**config.mk**
```make
export PLATFORM = sky130hd
export DESIGN_NAME = adc_lane_packer
export DESIGN_NICKNAME = d
export VERILOG_FILES = /design/src/rtl/adc_pack_pkg.sv /design/src/rtl/adc_pack_pattern.sv /design/src/rtl/adc_pack_lanes.sv /design/src/rtl/adc_pack_beat.sv /design/src/rtl/adc_lane_packer.sv
export SDC_FILE = /design/constraint.sdc
export NUM_CORES = 1
export LEC_CHECK = 0
export ABC_AREA = 1
export BUFFER_PORTS_ARGS = -buffer_cell sky130_fd_sc_hd__buf_4
export CORE_ASPECT_RATIO = 1.4
export CORE_MARGIN = 5
export CORE_UTILIZATION = 23
export CTS_CLUSTER_DIAMETER = 30
export DETAILED_ROUTE_END_ITERATION = 8
export PLACE_DENSITY_LB_ADDON = 0.08
export SETUP_SLACK_MARGIN = 0.02
export SLEW_MARGIN = 20
export SYNTH_ARGS = -nofsm -noshare
export SYNTH_HDL_FRONTEND = slang
export SYNTH_HIERARCHICAL = 1
export SYNTH_SLANG_ARGS = --single-unit
```
**constraint.sdc**
```tcl
create_clock -name clk -period 4.3 [get_ports clk]
set_clock_uncertainty 0.2 [all_clocks]
set_input_delay 0.43 -clock clk [delete_from_list [all_inputs] [get_ports clk]]
set_output_delay 0.43 -clock clk [all_outputs]
set_load 0.01 [all_outputs]
```
**src/rtl/adc_pack_pkg.sv**
```systemverilog
package adc_pack_pkg;
   localparam int unsigned BYTE_BITS = 8;

   function automatic bit is_pow2(input int unsigned v);
      return (v != 0) && ((v & (v - 1)) == 0);
   endfunction
endpackage

```
**src/rtl/adc_pack_pattern.sv**
```systemverilog
module adc_pack_pattern #(
   parameter int unsigned SAMPLE_W = 16
) (
   input  logic                clk,
   input  logic                rst,
   input  logic                advance,
   output logic [SAMPLE_W-1:0] value
);
   always_ff @(posedge clk) begin
      if (rst)          value <= '0;
      else if (advance) value <= value + 1'b1;
   end
endmodule

```
**src/rtl/adc_pack_lanes.sv**
```systemverilog
module adc_pack_lanes #(
   parameter int unsigned SAMPLE_W = 16,
   parameter int unsigned LANES    = 8
) (
   input  logic                      clk,
   input  logic                      rst,
   input  logic                      strobe,
   input  logic [SAMPLE_W-1:0]       din,
   output logic                      at_first,
   output logic                      group_done,
   output logic [SAMPLE_W*LANES-1:0] word
);
   localparam int unsigned IDX_W = $clog2(LANES);
   localparam int unsigned LAST  = LANES - 1;

   logic [IDX_W-1:0] idx;

   always_ff @(posedge clk) begin
      if (rst)         idx <= '0;
      else if (strobe) idx <= idx + 1'b1;
   end

   assign at_first   = (idx == '0);
   assign group_done = strobe && (idx == IDX_W'(LAST));

   for (genvar k = 0; k < LANES; k++) begin : g_lane
      if (k < LAST) begin : g_store
         logic [SAMPLE_W-1:0] held;
         always_ff @(posedge clk) begin
            if (rst)                                held <= '0;
            else if (strobe && idx == IDX_W'(k))    held <= din;
         end
         assign word[k*SAMPLE_W +: SAMPLE_W] = held;
      end else begin : g_pass
         assign word[k*SAMPLE_W +: SAMPLE_W] = din;
      end
   end
endmodule

```
**src/rtl/adc_pack_beat.sv**
```systemverilog
module adc_pack_beat #(
   parameter int unsigned WORD_W = 128
) (
   input  logic              clk,
   input  logic              rst,
   input  logic              load_req,
   input  logic [WORD_W-1:0] load_word,
   input  logic              ready,
   input  logic              ovf_clear,
   output logic              valid,
   output logic [WORD_W-1:0] data,
   output logic              ovf
);
   logic blocked;
   assign blocked = valid && !ready;

   always_ff @(posedge clk) begin
      if (rst) begin
         valid <= 1'b0;
         data  <= '0;
         ovf   <= 1'b0;
      end else begin
         if (load_req && !blocked) begin
            data  <= load_word;
            valid <= 1'b1;
         end else if (ready) begin
            valid <= 1'b0;
         end
         if (load_req && blocked) ovf <= 1'b1;
         else if (ovf_clear)      ovf <= 1'b0;
      end
   end
endmodule

```
**src/rtl/adc_lane_packer.sv**
```systemverilog
module adc_lane_packer #(
   parameter int unsigned SAMPLE_W = 16,
   parameter int unsigned LANES    = 8
) (
   input  logic                                         clk,
   input  logic                                         rst,
   input  logic [SAMPLE_W-1:0]                          smp_data,
   input  logic                                         smp_strobe,
   input  logic                                         pattern_mode,
   input  logic                                         ovf_clear,
   output logic [SAMPLE_W*LANES-1:0]                    m_tdata,
   output logic                                         m_tvalid,
   input  logic                                         m_tready,
   output logic                                         m_tlast,
   output logic [SAMPLE_W*LANES/adc_pack_pkg::BYTE_BITS-1:0] m_tkeep,
   output logic                                         ovf_flag
);
   import adc_pack_pkg::*;

   localparam int unsigned WORD_W = SAMPLE_W * LANES;
   localparam int unsigned KEEP_W = WORD_W / BYTE_BITS;

   if (!is_pow2(LANES) || LANES < 2) begin : g_bad_lanes
      $error("LANES must be a power of two of at least 2");
   end
   if (SAMPLE_W % BYTE_BITS != 0) begin : g_bad_width
      $error("SAMPLE_W must be a whole number of bytes");
   end

   logic                at_first, group_done, group_mode, use_pattern;
   logic [SAMPLE_W-1:0] pat_value, sample;
   logic [WORD_W-1:0]   packed_word;

   // Source choice is frozen at lane 0 for the whole group
   assign use_pattern = at_first ? pattern_mode : group_mode;
   assign sample      = use_pattern ? pat_value : smp_data;

   always_ff @(posedge clk) begin
      if (rst)                        group_mode <= 1'b0;
      else if (smp_strobe && at_first) group_mode <= pattern_mode;
   end

   adc_pack_pattern #(.SAMPLE_W(SAMPLE_W)) u_pattern (
      .clk     (clk),
      .rst     (rst),
      .advance (smp_strobe && use_pattern),
      .value   (pat_value)
   );

   adc_pack_lanes #(.SAMPLE_W(SAMPLE_W), .LANES(LANES)) u_lanes (
      .clk        (clk),
      .rst        (rst),
      .strobe     (smp_strobe),
      .din        (sample),
      .at_first   (at_first),
      .group_done (group_done),
      .word       (packed_word)
   );

   adc_pack_beat #(.WORD_W(WORD_W)) u_beat (
      .clk       (clk),
      .rst       (rst),
      .load_req  (group_done),
      .load_word (packed_word),
      .ready     (m_tready),
      .ovf_clear (ovf_clear),
      .valid     (m_tvalid),
      .data      (m_tdata),
      .ovf       (ovf_flag)
   );

   assign m_tlast = 1'b1;
   assign m_tkeep = {KEEP_W{1'b1}};
endmodule

```
==> metrics.txt <==
status completed; hpwl dp 26020 um; Die Area 57020 um^2; I/O Pins 169; leading area contributor after synthesis dfxtp_1; largest cells by area after synthesis dfxtp_1 (44%), nor2_1 (12%), nand2_1 (11%); total clock sinks 262; Final Max Slew Viols 0; Cells after Synth 1782; Final Util 0.3029; leakage power total 7.247 nW; first-pass GRT wire length 63180 um; ant diodes 0; CTS Buffer Depth 3; flops & latches, synth 262; maximum VDD drop 268.7 uV; crit path kind reg2reg; cts repair resizes 0; RSZ-0062 raised after global routing no; worst rel slew slack 0.2861; Pwr Total 8.408 mW; Buffers on Ports 151; largest net degree at the start of global routing 150; vias per std cell 4.158; CTS root buffer clkbuf_16; NumNets Final 1928; post-synthesis sequential area ratio 0.4362; synthesized cell area 12030 um^2; Setup crit start u_lanes/idx[0]; drt pass-1 iters 4; Residual DRC 0; CTS tree built; non-filler cells, final 2608; Worst Hold Launch u_beat/data[23]; vias in the first global route 10710; Max Clock Freq 0.3651 GHz; end of the worst register-to-register path u_pattern/value[13]; post-synth top area share 0.4362; final hold vios 0; Die Width 203.3 um; 1st-iter DRT viols 518; standard-cell rows 99; H-Tree Level Count 3; placed cells 2476; setup bufs post-CTS 0; max-capacitance violation count 0; clock slew at reported path FFs 0.04 ns; syn_area_per_cell 6.748 um^2; Worst EP arrival 2.98 ns; drt wl/cell 15.81 um; CTS Buf Count 72; chip height 280.6 um; Setup TNS 0 ns; hold_buf cts 5; GPL Wtd Cong 0.7535; pwr/cell area 534.8 nW/um^2; Tightest Hold Check Type reg2reg; Hold Path Depth 2; drt total wl 41240 um; share of layout cells above drive strength 1 0.1568; Worst-Margin Slew 1.071 ns; Starting Density 0.2317; Startpoint Class flop; Skew-Pair Late Insertion Delay 0.56 ns; final setup violation count 0; reg2reg path depth 14; total number of vias 10840; Final ANT Viol Nets 0; R2R Setup Slk 1.56 ns; core area 51900 um^2; Netlist cell types 29; GRT Total Usage 0.1415; WHS Endpoint u_beat/data[23]; CP max FO 17; total grt overflow 0; synth-to-layout area growth 30.74%; fin crit period 2.739 ns; WP data required 4.54 ns; Syn. warnings 6; initial antenna violation count 0; r2r startpoint u_lanes/idx[0]; Tcrit/Tclk final 0.6369; fill count 5696; Worst Setup End Kind flop
==> metrics by stage <==
step	instance area, um^2	hold WS, ns	setup WS, ns
3_5_place_dp	13210	0.2564	1.483
6_report	15720	0.2775	1.561
5_1_grt	15720	0.3000	1.341
3_3_place_gp	13210	0.2641	1.564
4_1_cts	15720	0.2814	1.487
2_1_floorplan	12090	0.2523	2.120
==> per-layer routing <==
| layer | routed length, um | vias up | GRT usage |
|---|---|---|---|
| met3 | 1893 | 74 | 0.02902 |
| met4 | 1160 | 0 | 0.06022 |
| met1 | 17640 | 4909 | 0.1686 |
| met2 | 20550 | 245 | 0.2470 |
| met5 | 0 | - | 0 |
| li1 | - | 5615 | - |
==> where the power goes <==
part           switching (mW)  leakage, nW  total (mW)  internal, mW
clock network            1.55         1.21        5.40          3.85
logic                   0.343         3.92       0.471         0.128
registers              0.0367         2.12        2.54          2.50
==> sequential cells by signal, indices dropped and copies added, names as in the netlist <==
register / flops
u_beat/valid: 1
u_lanes/idx: 3
u_lanes/g_lane.g_store.held: 112
u_beat/data: 128
u_beat/ovf: 1
u_pattern/value: 16
group_mode: 1
==> final cells by class <==
class	instances	area, um^2	share of cell area
clock buffers	103	2122	0.1350
flip-flops and latches	262	5245	0.3336
well taps	656	820.8	0.05221
repair buffers	170	1326	0.08436
clock inverters	24	339.1	0.02157
inverters	257	977.2	0.06216
multi-input cells	1136	4891	0.3111
==> worst max-delay path: stages, from the launching register on <==
cell      delay, ns
dfxtp_1        0.34
inv_1          0.10
ha_1           0.20
inv_1          0.05
nor2_1         0.29
nand2_2        0.30
a21boi_0       0.32
buf_4          0.21
nand2_1        0.10
nor2_4         0.15
nand2_2        0.07
nor2_2         0.11
nand3_1        0.07
nand2_1        0.07
nor2_1         0.04
==> worst max path at each step <==
| stage | slack [ns] | to | cells after the start |
|---|---|---|---|
| 2_1_floorplan | 2.12 | u_pattern/value[13] | 14 |
| 3_3_place_gp | 1.56 | u_lanes/g_lane[3].g_store.held[9] | 9 |
| 3_5_place_dp | 1.48 | u_lanes/g_lane[3].g_store.held[9] | 9 |
| 4_1_cts | 1.49 | u_lanes/g_lane[3].g_store.held[9] | 9 |
| 5_1_grt | 1.34 | u_lanes/g_lane[3].g_store.held[9] | 9 |
| 6_report | 1.56 | u_pattern/value[13] | 14 |
==> placed cells by master, fill, tap and decap left out <==
cell type | netlist | final
buf_4 | 43 | 162
inv_1 | 255 | 252
inv_8 | 0 | 1
clkbuf_16 | 0 | 75
dlygate4sd3_1 | 0 | 5
dfxtp_1 | 262 | 262
a21oi_1 | 140 | 140
clkinv_2 | 0 | 10
nand2_2 | 9 | 8
conb_1 | 1 | 17
o21bai_1 | 1 | 1
nand3_2 | 5 | 6
buf_12 | 1 | 3
nand2_8 | 0 | 1
xnor2_1 | 1 | 1
inv_4 | 0 | 2
nand3_1 | 171 | 170
nand4_1 | 2 | 2
a21boi_0 | 1 | 1
nor2_1 | 379 | 379
nand2_1 | 368 | 368
o21ai_0 | 21 | 21
nor3b_1 | 1 | 1
ha_1 | 7 | 7
inv_2 | 2 | 2
inv_6 | 0 | 3
clkinvlp_4 | 0 | 3
o21ai_1 | 2 | 2
nor2_2 | 2 | 2
nand2_4 | 2 | 2
clkbuf_8 | 0 | 14
nor3_1 | 3 | 3
clkbuf_1 | 13 | 14
nor2_4 | 4 | 4
bufinv_16 | 0 | 8
==> Yosys cell counts, drive strengths merged <==
library cell    n
a21boi          1
a21oi         140
buf           130
clkbuf         13
conb            1
dfxtp         262
ha              7
inv           257
nand2         379
nand3         176
nand4           2
nor2          385
nor3            3
nor3b           1
o21ai          23
o21bai          1
xnor2           1
==> kinds of logic after synthesis <==
family | Yosys count | synth area share
other cells | 1 | 0.0003118
buf+inv | 400 | 0.1637
xor+xnor | 1 | 0.0007285
fa+ha+maj | 7 | 0.007283
flops | 262 | 0.4362
compound gates | 165 | 0.06909
simple gates | 946 | 0.3228
(Power assumes the default switching activity.)
